[config.mk]
export PLATFORM = sky130hd
export DESIGN_NAME = lpm_seq
export DESIGN_NICKNAME = d
export VERILOG_FILES = /design/src/rtl/lpm_pkg.sv /design/src/rtl/lpm_wait_timer.sv /design/src/rtl/lpm_out_decode.sv /design/src/rtl/lpm_ctrl_fsm.sv /design/src/rtl/lpm_seq.sv
export SDC_FILE = /design/constraint.sdc
export NUM_CORES = 1
export LEC_CHECK = 0
export BUFFER_PORTS_ARGS = -buffer_cell sky130_fd_sc_hd__buf_2
export CAP_MARGIN = 15
export CORE_ASPECT_RATIO = 0.8
export CORE_UTILIZATION = 45
export CTS_CLUSTER_DIAMETER = 40
export DETAILED_ROUTE_END_ITERATION = 10
export PLACE_DENSITY_LB_ADDON = 0.1
export SETUP_SLACK_MARGIN = 0.2
export SYNTH_ARGS = -nofsm -noshare
export SYNTH_HDL_FRONTEND = slang
export SYNTH_SLANG_ARGS = --single-unit
[constraint.sdc]
create_clock -name clk -period 2.5 [get_ports clk]
set_input_delay 0.5 -clock clk [delete_from_list [all_inputs] [get_ports clk]]
set_output_delay 0.5 -clock clk [all_outputs]
set_load 0.05 [all_outputs]
[src/rtl/lpm_pkg.sv]
package lpm_pkg;

  typedef enum logic [3:0] {
    S_RUN    = 4'd0,
    S_WBUSY  = 4'd1,
    S_WIDLE  = 4'd2,
    S_SRREQ  = 4'd3,
    S_SRUPD  = 4'd4,
    S_WACK   = 4'd5,
    S_DIRECT = 4'd6,
    S_GATE   = 4'd7,
    S_PLLOFF = 4'd8,
    S_HALT   = 4'd9,
    S_WLOCK  = 4'd10,
    S_XRUN   = 4'd11,
    S_XCLK   = 4'd12,
    S_XUPD   = 4'd13,
    S_WCLR   = 4'd14,
    S_DONE   = 4'd15
  } lpm_state_e;

  typedef struct packed {
    logic run_sel;
    logic sr_req;
    logic sr_upd;
    logic dram_clk_en;
    logic pll_pwr;
    logic halt;
    logic done;
  } lpm_out_t;

  // States that wait on a handshake and are bounded by the timer
  function automatic logic is_wait(input lpm_state_e s);
    return (s == S_WBUSY) || (s == S_WIDLE) || (s == S_WACK) ||
           (s == S_WLOCK) || (s == S_WCLR);
  endfunction

  // Fixed successor of every state along the suspend/resume path
  function automatic lpm_state_e succ(input lpm_state_e s);
    case (s)
      S_RUN:    return S_WBUSY;
      S_WBUSY:  return S_WIDLE;
      S_WIDLE:  return S_SRREQ;
      S_SRREQ:  return S_SRUPD;
      S_SRUPD:  return S_WACK;
      S_WACK:   return S_DIRECT;
      S_DIRECT: return S_GATE;
      S_GATE:   return S_PLLOFF;
      S_PLLOFF: return S_HALT;
      S_HALT:   return S_WLOCK;
      S_WLOCK:  return S_XRUN;
      S_XRUN:   return S_XCLK;
      S_XCLK:   return S_XUPD;
      S_XUPD:   return S_WCLR;
      S_WCLR:   return S_DONE;
      default:  return S_RUN;
    endcase
  endfunction

endpackage

[src/rtl/lpm_wait_timer.sv]
module lpm_wait_timer #(
  parameter int TW = 8
) (
  input  logic          clk,
  input  logic          rst_n,
  input  logic          arm,
  input  logic          restart,
  input  logic [TW-1:0] limit,
  output logic          expired
);

  logic [TW-1:0] cnt;

  always_ff @(posedge clk or negedge rst_n) begin
    if (!rst_n) begin
      cnt <= '0;
    end else if (!arm || restart) begin
      cnt <= '0;
    end else if (cnt != limit) begin
      cnt <= cnt + 1'b1;
    end
  end

  assign expired = arm && (cnt == limit);


  cnt_bound_chk: assert property (@(posedge clk) disable iff (!rst_n)
    arm |-> (cnt <= limit));

endmodule

[src/rtl/lpm_out_decode.sv]
module lpm_out_decode
  import lpm_pkg::*;
(
  input  lpm_state_e state,
  output lpm_out_t   o
);

  always_comb begin
    o = '{run_sel: 1'b1, sr_req: 1'b0, sr_upd: 1'b0, dram_clk_en: 1'b1,
          pll_pwr: 1'b1, halt: 1'b0, done: 1'b0};
    case (state)
      S_SRREQ, S_WACK: o.sr_req = 1'b1;
      S_SRUPD: begin
        o.sr_req = 1'b1;
        o.sr_upd = 1'b1;
      end
      S_DIRECT: begin
        o.run_sel = 1'b0;
        o.sr_req  = 1'b1;
      end
      S_GATE, S_WLOCK: begin
        o.run_sel     = 1'b0;
        o.sr_req      = 1'b1;
        o.dram_clk_en = 1'b0;
      end
      S_PLLOFF: begin
        o.run_sel     = 1'b0;
        o.sr_req      = 1'b1;
        o.dram_clk_en = 1'b0;
        o.pll_pwr     = 1'b0;
      end
      S_HALT: begin
        o.run_sel     = 1'b0;
        o.sr_req      = 1'b1;
        o.dram_clk_en = 1'b0;
        o.pll_pwr     = 1'b0;
        o.halt        = 1'b1;
      end
      S_XRUN:  o.dram_clk_en = 1'b0;
      S_XUPD:  o.sr_upd = 1'b1;
      S_DONE:  o.done = 1'b1;
      default: ;
    endcase
  end

endmodule

[src/rtl/lpm_ctrl_fsm.sv]
module lpm_ctrl_fsm
  import lpm_pkg::*;
(
  input  logic       clk,
  input  logic       rst_n,
  input  logic       suspend_req,
  input  logic       wake_evt,
  input  logic       mc_busy,
  input  logic       sr_ack,
  input  logic       pll_lock,
  input  logic       expired,
  output lpm_state_e state_q,
  output logic       arm,
  output logic       restart,
  output logic       err
);

  lpm_state_e state_d;
  logic       hs_met;

  // Handshake that ends the current wait
  always_comb begin
    case (state_q)
      S_WBUSY: hs_met = mc_busy;
      S_WIDLE: hs_met = !mc_busy;
      S_WACK:  hs_met = sr_ack;
      S_WLOCK: hs_met = pll_lock;
      S_WCLR:  hs_met = !sr_ack;
      default: hs_met = 1'b0;
    endcase
  end

  always_comb begin
    state_d = state_q;
    if (is_wait(state_q)) begin
      if (hs_met)       state_d = succ(state_q);
      else if (expired) state_d = S_RUN;
    end else begin
      case (state_q)
        S_RUN:   if (suspend_req) state_d = S_WBUSY;
        S_HALT:  if (wake_evt)    state_d = S_WLOCK;
        default: state_d = succ(state_q);
      endcase
    end
  end

  assign arm     = is_wait(state_q);
  assign restart = (state_d != state_q);

  always_ff @(posedge clk or negedge rst_n) begin
    if (!rst_n) begin
      state_q <= S_RUN;
      err     <= 1'b0;
    end else begin
      state_q <= state_d;
      if (state_q == S_RUN && suspend_req)
        err <= 1'b0;
      else if (arm && !hs_met && expired)
        err <= 1'b1;
    end
  end


  req_after_quiet_chk: assert property (@(posedge clk) disable iff (!rst_n)
    (state_q == S_SRREQ) |-> !$past(mc_busy));


  leave_run_after_ack_chk: assert property (@(posedge clk) disable iff (!rst_n)
    (state_q == S_DIRECT) |-> $past(sr_ack));


  run_after_lock_chk: assert property (@(posedge clk) disable iff (!rst_n)
    (state_q == S_XRUN) |-> $past(pll_lock));


  wake_only_in_halt_chk: assert property (@(posedge clk) disable iff (!rst_n)
    (state_q == S_WLOCK && $past(state_q) != S_WLOCK) |-> $past(state_q) == S_HALT);

endmodule

[src/rtl/lpm_seq.sv]
module lpm_seq
  import lpm_pkg::*;
#(
  parameter int TMO_W = 8
) (
  input  logic             clk,
  input  logic             rst_n,
  input  logic             suspend_req,
  input  logic             wake_evt,
  input  logic             mc_busy,
  input  logic             sr_ack,
  input  logic             pll_lock,
  input  logic [TMO_W-1:0] tmo_limit,
  output logic             run_sel,
  output logic             sr_req,
  output logic             sr_upd,
  output logic             dram_clk_en,
  output logic             pll_pwr,
  output logic             halt,
  output logic             done,
  output logic             err
);

  localparam int TW = (TMO_W < 1) ? 1 : TMO_W;

  lpm_state_e state;
  lpm_out_t   outs;
  logic       arm, restart, expired;

  lpm_ctrl_fsm u_fsm (
    .clk(clk), .rst_n(rst_n), .suspend_req(suspend_req), .wake_evt(wake_evt),
    .mc_busy(mc_busy), .sr_ack(sr_ack), .pll_lock(pll_lock), .expired(expired),
    .state_q(state), .arm(arm), .restart(restart), .err(err)
  );

  lpm_wait_timer #(.TW(TW)) u_timer (
    .clk(clk), .rst_n(rst_n), .arm(arm), .restart(restart),
    .limit(tmo_limit), .expired(expired)
  );

  lpm_out_decode u_dec (.state(state), .o(outs));

  assign run_sel     = outs.run_sel;
  assign sr_req      = outs.sr_req;
  assign sr_upd      = outs.sr_upd;
  assign dram_clk_en = outs.dram_clk_en;
  assign pll_pwr     = outs.pll_pwr;
  assign halt        = outs.halt;
  assign done        = outs.done;


  done_single_chk: assert property (@(posedge clk) disable iff (!rst_n)
    done |=> !done);


  upd_single_chk: assert property (@(posedge clk) disable iff (!rst_n)
    sr_upd |=> !sr_upd);


  halt_after_pll_off_chk: assert property (@(posedge clk) disable iff (!rst_n)
    $rose(halt) |-> ($past(!pll_pwr) && $past(!dram_clk_en) && $past(!run_sel)));


  wake_to_direct_chk: assert property (@(posedge clk) disable iff (!rst_n)
    $fell(halt) |-> (!run_sel && pll_pwr));


  err_lands_in_run_chk: assert property (@(posedge clk) disable iff (!rst_n)
    $rose(err) |-> (run_sel && !sr_req && dram_clk_en && !done));

endmodule

# Word-level counts from Yosys, hierarchy flattened

Memories as Yosys holds them, arrays and structs flattened.
Index checks and enable logic that the tools add are counted.

Bits in registers: 13
Bits in read-only memories: 128
Input port bits: 15
Output and inout bits: 8
Memories: 2

Add/subtract/negate cells: 1
Equality and inequality tests: 17
Mux-type cells: 18
Reductions and logical operators: 21

Memory list:

| memory          | words | bits a word | read ports | clocked after memory_dff | write ports | line          | source |
|---|---|---|---|---|---|---|---|
| (no name shown) | 16    | 4           | 1          | 0                        | 0           | lpm_pkg.sv:40 | `case (s)` |
| (no name shown) | 16    | 4           | 1          | 0                        | 0           | lpm_pkg.sv:40 |  |

Operator list:

| kind                                                            | count |
|---|---|
| 4-bit == test, second input constant                            | 7 |
| 4-bit two-way mux                                               | 5 |
| 4-bit by 3-bit == test with 1-bit output, second input constant | 4 |
| 8-bit two-way mux                                               | 2 |
| 5-bit OR reduction                                              | 2 |
| 1-bit two-way mux                                               | 9 |
| 8-bit by 1-bit adder with 8-bit output, second input constant   | 1 |
| 4-bit by 2-bit == test with 1-bit output, second input constant | 2 |
| 8-bit == test                                                   | 1 |
| 8-bit != test                                                   | 1 |
| 4-bit case mux with 2 select lines                              | 1 |
| 8-bit OR reduction                                              | 1 |
| 1-bit logical OR                                                | 5 |
| 1-bit case mux with 5 select lines                              | 1 |
| 4-bit by 1-bit == test with 1-bit output, second input constant | 1 |
| 1-bit logical AND                                               | 4 |
| 1-bit zero test                                                 | 4 |
| 4-bit zero test                                                 | 1 |
| 4-bit != test                                                   | 1 |
| 2-bit nonzero test                                              | 2 |
| 2-bit OR reduction                                              | 2 |

# Depth between registers and ports, before layout

Gate-level depths: netlist of run 1.

Depth after elaboration: 12
Gate-level depth with buffers: 8
Gate-level depth less buffers: 7

# By module

Synthesis of run 1 repeated with hierarchy kept, for this count alone.

Cells, all modules: 164
Area, all modules: 1376.3 um2

By module, submodules not included:

| module         | instances | cells each | area an instance (um2) | sequential area each (um2) |
|---|---|---|---|---|
| lpm_ctrl_fsm   | 1         | 86         | 688.2                  | 125.1 |
| lpm_wait_timer | 1         | 65         | 604.3                  | 200.2 |
| lpm_out_decode | 1         | 13         | 83.8                   | 0.0 |

# Least setup slack after synthesis of run 1

OpenSTA, ideal clock, no wires.

Path type: register to output
From: register u_fsm.state_q[0]
To: output port sr_req
Data arrival time: 2719 ps
Path slack: -719 ps
Stages on the path, launching flop included: 6
Buffers on the path: 0
Cell sequence: dfrtp_1 -> inv_1 -> ha_1 -> or3_1 -> a22oi_1 -> nand2_1

Longest elaborated chain between the ends: 3
Elaborated cells on any way between the ends: 10

RTL lines:

| element                                                          | line                 | source |
|---|---|---|
| start, declared                                                  | lpm_ctrl_fsm.sv:12   | `output lpm_state_e state_q,` |
| start signal, assigned                                           | lpm_ctrl_fsm.sv:55   | `state_q <= state_d;` |
| 4-bit by 2-bit == test with 1-bit output (tied with other cells) | lpm_out_decode.sv:11 | `case (state)` |
| 8-bit OR reduction (no line) (*)                                 | --                   |  |
| 1-bit two-way mux (*)                                            | lpm_out_decode.sv:11 |  |
| end, declared                                                    | lpm_seq.sv:15        | `output logic sr_req,` |

Every way passes the cells marked *; elsewhere a longest branch is shown, timed or not.

# Final worst setup path of run 1

From: register u_fsm.state_q[1]
To: output port dram_clk_en

Longest elaborated chain between the ends: 3
Elaborated cells on any way between the ends: 7

RTL lines:

| element                                                                          | line                 | source |
|---|---|---|
| 4-bit == test / 4-bit by 3-bit == test with 1-bit output (equally long branches) | lpm_out_decode.sv:11 |  |
| 5-bit OR reduction (no line) (*)                                                 | --                   |  |
| 1-bit two-way mux (*)                                                            | lpm_out_decode.sv:11 |  |
| end, declared                                                                    | lpm_seq.sv:17        | `output logic dram_clk_en,` |

Marked as above.

==> results of run 1 <==
-- layout make-up --
class | instances | area, um^2 | share of cell area, %
timing repair buffer | 46 | 332 | 17.8
tap | 38 | 47.5 | 2.56
inverter | 4 | 20.0 | 1.08
sequential | 13 | 329 | 17.7
clock buffer | 4 | 45.0 | 2.42
multi-input combinational | 126 | 1090 | 58.4
-- metrics by stage --
step	setup WS, ns	hold slack [ns]	cell area [um^2]	utilization (%)
floorplan	0.0978	0.204	1390	-
global placement	0.0809	0.397	1590	56.9
detailed placement	0.0292	0.403	1590	56.9
CTS	0.106	0.142	1750	62.7
global route	0.0495	0.154	1860	66.8
finish	0.0990	0.136	1860	66.8
-- cells by family after synthesis --
group,share of synthesized area (%)
AOI/OAI and AO/OA,19.7
muxes,8.32
xor gates and xnor gates,9.92
DFF,24.6
adders and majority gates,7.56
buffers and inverters,4.35
and+or+nand+nor,25.6
-- report_power, final --
group / switching, mW / leakage (nW) / total (mW) / internal [mW]
sequential: 0.118 / 0.169 / 0.386 / 0.268
clock: 0.0731 / 0.0228 / 0.186 / 0.112
combinational: 1.25 / 0.571 / 2.31 / 1.07
-- worst max-delay path by stage --
stage                     endpoint
finish                 dram_clk_en
global route        u_timer.cnt[5]
CTS                    dram_clk_en
detailed placement  u_timer.cnt[2]
global placement       dram_clk_en
floorplan                   sr_req
-- cell usage in the layout, fill, tap and decap left out, types with 3 or more instances in the layout --
cell	count
nand2b_1	3
ha_4	4
dfrtp_1	10
buf_4	21
dfrtp_2	3
xor2_1	6
a21oi_1	5
nor2_1	13
o21ai_0	5
buf_6	5
clkbuf_8	3
o2111ai_1	5
o22ai_1	4
buf_2	18
and3_1	3
xnor2_1	9
nand2_1	9
nor3_1	3
nor3_2	8
or2_2	3
ha_1	3
mux2i_1	5
-- state kept, by name, indices dropped and copies added (netlist names) --
signal         count
u_timer.cnt        8
u_fsm.state_q      4
u_fsm.err          1
-- layer usage --
metal  GRT usage (%)  vias up  share of wire (%)  wire [um]
met1            35.4      648                 45       1690
met5               0        -                  0          0
met3            6.14        2                6.5        242
li1                -      652                  -          -
met4            3.88        0               0.32         12
met2            44.2       52                 48       1770
-- critical path: cells and delay by family, from the launching register on --
kind	cells	cell delay, ns
AOI/OAI and AO/OA	1	0.16
and+or+nand+nor	2	0.63
DFF	1	0.44
adders and majority gates	1	0.17
buffers and inverters	2	0.25
-- repair_timing --
action	in CTS	in global routing
hold buffers	0	0
setup endpoints to repair	13	16
setup buffers	10	3
pin swaps	3	5
gates resized for setup	9	18
gates cloned	0	0
==> flow_summary_export.csv, run 1 <==
group,metric,value,unit
clocking,cts_tree,"built",
placed_design,port_buffers,22,
critical_path,worst-r2r-setup-slack,0.12,ns
sta,rsz0062_at_grt,"true",
synthesis,ys_ff_latch,13,
clocking,cts_inserted_buffers,3,
detailed_routing,wire_per_inst,16.1,um
detailed_routing,ant_nets,0,
floorplanning,die_h,50.5,um
global_route,grt_overflow,0,
power,ir_worst_vdd,855,uV
detailed_routing,drtIter0Drc,80,
sta,worstMarginPinSlew,0.612,ns
sta,drv_slew,0,
synthesis,synth-async-reset-ratio,100,%
synthesis,synth_edf_count,0,
sta,period_needed,2.40,ns
global_route,track_usage,26.4,%
floorplanning,initial_core_util,47.5,%
floorplanning,core_area,0.00279,mm^2
detailed_routing,dr.pass1.iters,5,
worst_hold_path,hold_class,"in2async",
critical_path,crit_chain,"inv_4 > ha_4 > or3_4 > or2_4 > a31oi_4 > buf_6",
sta,maxSlewHeadroom,59.0,%
critical_path,critical_path_class,"reg2out",
run,cap_violations,0,
synthesis,yosys_warnings,0,
cells_and_area,diodes,0,
critical_path,critPathArrivalTime,1.90,ns
sta,fin_tns_setup,0,ns
placed_design,post-dp-hpwl,2600,um
critical_path,critPathLaunch,"u_fsm.state_q[1]",
critical_path,r2r_start,"u_fsm.state_q[1]",
detailed_routing,vias,1354,
synthesis,synthTopCellsByCount,"dfrtp_1, nor2_1, nand2_1, nor3_1, xnor2_1",
global_route,antenna_found_initial,0,
critical_path,r2r_end,"u_fsm.state_q[3]",
synthesis,synth_top_area_share,24.6,%
clocking,cts_root_buf,"clkbuf_8",
sta,period_share,96.0,%
sta,fin_skew,0.00734,ns
critical_path,crit_path_max_fanout,5,
placed_design,gp_congestion,0.981,
detailed_routing,remaining_drc_errors,0,
cells_and_area,fill_cells,230,
clocking,clk_path_buf_depth,2,
clocking,htreeDepth,1,
critical_path,worstSetupStartpointType,"flop",
cells_and_area,syn2layout_area_growth,40.5,%
critical_path,cp-end-kind,"output pin",
detailed_routing,routed_wirelength,3720,um
detailed_routing,routed_via_density,5.86,
global_route,grt_max_degree,14,
synthesis,ys_top_cells_by_area,"dfrtp_1, ha_1, xnor2_1",
critical_path,reg2reg_depth,7,
floorplanning,rows,17,
placed_design,dp_cells,214,
global_route,grt_pass1_wl,6480,um
synthesis,synth_cell_types,46,
synthesis,synth.net_count,171,
sta,finalSetupViolCount,0,
clocking,cts_sinks,13,
cells_and_area,drive_gt1_share,44.0,%
synthesis,avgSynthCellArea,8.94,um^2
cells_and_area,final_nets,217,
power,power_density,1550,mW/mm^2
power,cellLeakagePower,0.763,nW
synthesis,yosysTopAreaCell,"dfrtp_1",
critical_path,max_stage_delay,0.44,ns
floorplanning,die_w,62.6,um
synthesis,synthesis.area,0.00132,mm^2
synthesis,ys_seq_area_share,24.6,%
clocking,clock_latency,0.24,ns
power,p_total,2.88,mW
cells_and_area,stdcell_count,231,
critical_path,worst_path_max_delay_cell,"dfrtp_2",
floorplanning,io_pins,23,
floorplanning,dieArea,0.00316,mm^2
global_route,grt_pass1_vias,1328,
clocking,clk_pin_slew_worst_paths,0.06,ns
synthesis,ys.flop_type,"dfrtp_1",
sta,clock.fmax,416,MHz
critical_path,cp_data_required_time,2.00,ns
outcome,outcome,"complete, no violations",
synthesis,syn_inst,148,
sta,hold_viol,0,
Power figures use the tool's default switching activity.
==> inputs of run 2 (changes only) <==
clock period = 2.6 ns   (was 2.5 ns; I/O delays follow)
==> run 2 against run 1 <==
Power fell by 8.7%. Worst setup slack improved by 0.032 ns. Combinational power is 9.5% lower. Clock power decreased by 4%. Largest cell class unchanged. Hold slack improved by 0.025 ns. Clock skew decreased by 0.0065 ns. Largest power group unchanged.
==> flow_summary_export.csv, run 2 (synthesis gave the netlist of run 1 again) <==
group,metric,value,unit
outcome,outcome,"complete, no violations",
sta,drv_slew,0,
cells_and_area,fin_area,0.00180,mm^2
critical_path,worstSetupStartpointType,"flop",
floorplanning,rows,17,
global_route,grt_overflow,0,
clocking,clock_latency,0.24,ns
clocking,clk_pin_slew_worst_paths,0.05,ns
detailed_routing,routed_wirelength,3550,um
floorplanning,core_area,0.00279,mm^2
sta,period_share,95.0,%
detailed_routing,routed_via_density,5.80,
cells_and_area,largest_reg_flops,8,
clocking,holdBufCountCts,0,
cells_and_area,multi_input_area,0.00107,mm^2
run,cap_violations,0,
critical_path,reg2reg_depth,9,
critical_path,r2r_start,"u_fsm.state_q[1]",
critical_path,critPathLaunch,"u_fsm.state_q[1]",
clocking,htreeDepth,1,
critical_path,cp.depth,6,
global_route,grt_pass1_vias,1235,
placed_design,port_buffers,22,
sta,hold_viol,0,
sta,period_needed,2.47,ns
detailed_routing,wire_per_inst,15.6,um
floorplanning,dieArea,0.00316,mm^2
clocking,clk_path_buf_depth,2,
cells_and_area,drive_gt1_share,40.7,%
detailed_routing,drtIter0Drc,65,
critical_path,crit_buf_inv,2,
critical_path,crit_chain,"clkinv_4 > ha_4 > or3_4 > or2_4 > a31oi_4 > buf_6",
critical_path,endpoint,"dram_clk_en",
critical_path,max_stage_delay,0.42,ns
detailed_routing,vias,1316,
sta,finalSetupViolCount,0,
clocking,cts_root_buf,"clkbuf_8",
critical_path,critPathArrivalTime,1.95,ns
critical_path,critical_path_class,"reg2out",
placed_design,post-dp-hpwl,2520,um
critical_path,crit_path_max_fanout,6,
floorplanning,die_w,62.6,um
placed_design,place_area,0.00156,mm^2
sta,fin_tns_setup,0,ns
worst_hold_path,hold_class,"in2async",
cells_and_area,regMostFlops,"u_timer.cnt",
critical_path,worst_path_max_delay_cell,"dfrtp_2",
detailed_routing,dr.pass1.iters,4,
cells_and_area,register_area,329,um^2
global_route,track_usage,24.3,%
floorplanning,io_pins,23,
sta,maxSlewHeadroom,65.7,%
power,cellLeakagePower,0.740,nW
cells_and_area,diodes,0,
cells_and_area,final_cell_mix,"buf_2, buf_4, nor2_1, dfrtp_1",
sta,worstMarginPinSlew,0.512,ns
global_route,grt_max_degree,14,
critical_path,r2r_end,"u_timer.cnt[3]",
critical_path,cp_data_required_time,2.08,ns
cells_and_area,syn2layout_area_growth,36.3,%
sta,rsz0062_at_grt,"true",
clocking,cts_inserted_buffers,3,
sta,clock.fmax,405,MHz
power,ir_worst_vdd,668,uV
floorplanning,initial_core_util,47.5,%
cells_and_area,layout_commonest_cell,"buf_2",
floorplanning,die_h,50.5,um
critical_path,critPathTopFamily,"simple AND/OR/NAND/NOR gates",
power,power_density,1460,mW/mm^2
cells_and_area,final_nets,213,
placed_design,gp_congestion,0.901,
sta,fin_skew,0.000845,ns
detailed_routing,remaining_drc_errors,0,
cells_and_area,top_regs,"u_timer.cnt: 8 flops, u_fsm.state_q: 4 flops, u_fsm.err: 1 flops",
clocking,cts_sinks,13,
global_route,grt_pass1_wl,5940,um
global_route,antenna_found_initial,0,
critical_path,worst-r2r-setup-slack,0.22,ns
detailed_routing,ant_nets,0,
cells_and_area,fill_cells,228,
clocking,cts_tree,"built",
critical_path,cp-end-kind,"output pin",
[run 2: cell types whose count changed in the layout (fill, tap and decap cells not counted), moves of 2 or more]
cell    change
buf_4       -4
inv_4       -2
nor3_1      +3
nor3_2      -3
[run 2: cell type report]
class / instances / area share [%]
Tap cell: 38 / 2.64
Inverter: 4 / 1.39
Timing Repair Buffer: 42 / 16.1
Multi-Input combinational cell: 126 / 59.2
Clock buffer: 4 / 2.50
Sequential cell: 13 / 18.2
[run 2: what timing repair did]
| item | 4_1_cts | 5_1_grt |
|---|---|---|
| endpoints found under the setup margin | 12 | 13 |
| pin swaps | 3 | 5 |
| gates resized for setup | 9 | 17 |
| buffers inserted | 9 | 4 |
[run 2: metal layers]
metal | global-route usage (%) | vias to the layer above | wire length (um)
met2 | 35.9 | 53 | 1580
li1 | - | 643 | -
met1 | 36.9 | 618 | 1740
met5 | 0 | - | 0
met4 | 3.10 | 0 | 7
met3 | 5.00 | 2 | 224
[run 2: metrics by stage]
stage                     instances  total power [mW]  setup WS, ns  util (%)  hold WS (ns)
after floorplan                 148              1.68         0.178         -         0.224
after global placement          210              2.01         0.140      55.9         0.418
after detailed placement        210              2.03        0.0655      55.9         0.428
after CTS                       223              2.41         0.167      61.3         0.168
after global routing            227              2.80        0.0738      64.8         0.183
final                           227              2.63         0.131      64.8         0.162
[run 2: how the worst min path moves through the flow]
stage,end,depth (start not counted)
2_1_floorplan,u_fsm.err,0
3_3_place_gp,u_fsm.state_q[2],1
3_5_place_dp,u_fsm.state_q[3],1
4_1_cts,u_fsm.state_q[3],1
5_1_grt,u_timer.cnt[1],1
6_report,u_timer.cnt[7],1
[run 2: where the power goes]
part,switching [mW],total [mW],internal [mW],leakage (nW)
Combinational,1.15,2.09,0.938,0.548
Sequential,0.109,0.367,0.258,0.169
Clock,0.0703,0.179,0.108,0.0228
==> inputs of run 3 (changes only) <==
PLACE_DENSITY = 0.74   (was not set)
PLACE_DENSITY_LB_ADDON = not set   (was 0.1)
==> run 3 against run 2 <==
Utilization rose by 0.13 points. Clock skew rose by 0.0027 ns. Cell count fell by 0.88%. Sequential power fell by 2%. First-iteration DRC count fell by 15%. Power rose by 2.0%. Die area did not move. Highest routed layer unchanged.
==> flow_summary_export.csv, run 3 (synthesis gave the netlist of run 1 again) <==
group,metric,value,unit
outcome,outcome,"complete, no violations",
placed_design,dp_cells,210,
cells_and_area,multi_input_area,0.00109,mm^2
critical_path,critical_path_class,"reg2out",
cells_and_area,fill_cells,208,
power,p_int,1.31,mW
floorplanning,io_pins,23,
sta,hold_viol,0,
floorplanning,rows,17,
cells_and_area,regMostFlops,"u_timer.cnt",
critical_path,cp_data_required_time,2.08,ns
detailed_routing,wire_per_inst,16.6,um
cells_and_area,final_cell_mix,"buf_2, buf_4, nor2_1, dfrtp_1",
detailed_routing,routed_wirelength,3730,um
global_route,grt_pass1_vias,1214,
clocking,cts_sinks,13,
clocking,clock_latency,0.24,ns
global_route,grt_overflow,0,
clocking,clk_pin_slew_worst_paths,0.05,ns
critical_path,max_stage_delay,0.44,ns
cells_and_area,final_nets,211,
critical_path,critPathArrivalTime,1.89,ns
sta,setup_ws,0.192,ns
clocking,cts_tree,"built",
detailed_routing,ant_nets,0,
power,ir_worst_vdd,722,uV
sta,period_share,92.6,%
detailed_routing,topRoutingLayerUsed,"met4",
placed_design,post-dp-hpwl,2520,um
detailed_routing,route.met2.wl,1730,um
critical_path,crit_chain,"inv_4 > ha_4 > or3_4 > or2_4 > a31oi_4 > buf_6",
critical_path,worst_path_max_delay_cell,"dfrtp_2",
global_route,grt_max_degree,14,
placed_design,gp_congestion,0.977,
cells_and_area,fin_util,64.9,%
run,cap_violations,0,
critical_path,worstSetupStartpointType,"flop",
detailed_routing,drtIter0Drc,55,
cells_and_area,register_area,328,um^2
detailed_routing,routed_via_density,5.93,
power,clkPwrFrac,6.6,%
sta,clock.fmax,415,MHz
critical_path,crit_buf_inv,2,
power,combinationalPowerShare,79.9,%
floorplanning,dieArea,0.00316,mm^2
detailed_routing,vias,1335,
global_route,antenna_found_initial,0,
sta,drv_slew,0,
placed_design,port_buffers,22,
cells_and_area,stdcell_count,225,
cells_and_area,drive_gt1_share,42.2,%
sta,rsz0062_at_grt,"true",
cells_and_area,top_regs,"u_timer.cnt: 8 flops, u_fsm.state_q: 4 flops, u_fsm.err: 1 flops",
worst_hold_path,hold_class,"in2async",
clocking,cts_inserted_buffers,3,
sta,maxSlewHeadroom,58.1,%
cells_and_area,layout_commonest_cell,"buf_2",
sta,period_needed,2.41,ns
floorplanning,initial_core_util,47.5,%
placed_design,dp_slack,0.0921,ns
power,swShare,51.4,%
critical_path,cp.depth,6,
clocking,cts_root_buf,"clkbuf_8",
clocking,htreeDepth,1,
cells_and_area,largest_reg_flops,8,
sta,fin_tns_setup,0,ns
critical_path,critPathTopFamily,"simple AND/OR/NAND/NOR gates",
detailed_routing,remaining_drc_errors,0,
cells_and_area,syn2layout_area_growth,36.6,%
power,cellLeakagePower,0.735,nW
critical_path,crit_path_max_fanout,5,
sta,fin_skew,0.00358,ns
clocking,clk_path_buf_depth,2,
critical_path,cp-end-kind,"output pin",
cells_and_area,diodes,0,
global_route,track_usage,23.6,%
floorplanning,die_w,62.6,um
sta,finalSetupViolCount,0,
critical_path,reg2reg_depth,8,
floorplanning,die_h,50.5,um
power,p_switching,1.38,mW
detailed_routing,dr.pass1.iters,4,
power,sequentialPowerShare,13.4,%
detailed_routing,routed-wl-met3,279,um
clocking,holdBufCountCts,0,
sta,worstMarginPinSlew,0.626,ns
global_route,grt_pass1_wl,5690,um
detailed_routing,wl_met1,1670,um
floorplanning,core_area,0.00279,mm^2
power,power_density,1490,mW/mm^2
## run 3: what timing repair did
item,in CTS,in global routing
endpoints found under the setup margin,11,12
pin swaps,1,6
resized for setup,6,23
hold endpoints to repair,0,0
gates cloned,0,0
setup buffers,7,4
## run 3: through the flow
step / instance area [um^2] / hold slack [ns] / power, mW
final: 1810 / 0.155 / 2.69
after global routing: 1810 / 0.166 / 2.83
after CTS: 1670 / 0.167 / 2.33
after detailed placement: 1560 / 0.424 / 2.02
after global placement: 1560 / 0.415 / 1.99
after floorplan: 1390 / 0.224 / 1.68
## run 3: power by group through the flow
stage	clock network, mW	registers [mW]	logic [mW]
floorplan	0	0.341	1.34
global placement	0	0.370	1.62
detailed placement	0	0.376	1.64
CTS	0.180	0.351	1.80
global route	0.195	0.371	2.27
finish	0.178	0.361	2.15
## run 3: final cells by class
class	instances	area share, %
Clock buffer	4	2.49
Sequential cell	13	18.1
Inverter	4	1.25
Multi-Input combinational cell	126	60.3
Timing Repair Buffer	40	15.2
Tap cell	38	2.63
## run 3: path summary, 6_finish.rpt
kind,start,endpoint,slack (ns)
setup / recovery,u_fsm.state_q[1],dram_clk_en,0.19
hold reg to reg,u_fsm.err,u_fsm.err,0.55
setup reg to reg,u_fsm.state_q[1],u_timer.cnt[7],0.22
min in group clk,suspend_req,u_fsm.err,0.47
max in group asynchronous,rst_n,u_fsm.state_q[0],2.20
hold / removal,rst_n,u_timer.cnt[3],0.15
## run 3: layer usage
| metal | vias to the layer above | global-route usage, % |
|---|---|---|
| li1 | 638 | - |
| met2 | 48 | 37.0 |
| met1 | 640 | 32.0 |
| met4 | 0 | 6.98 |
| met3 | 9 | 6.14 |
| met5 | - | 0 |
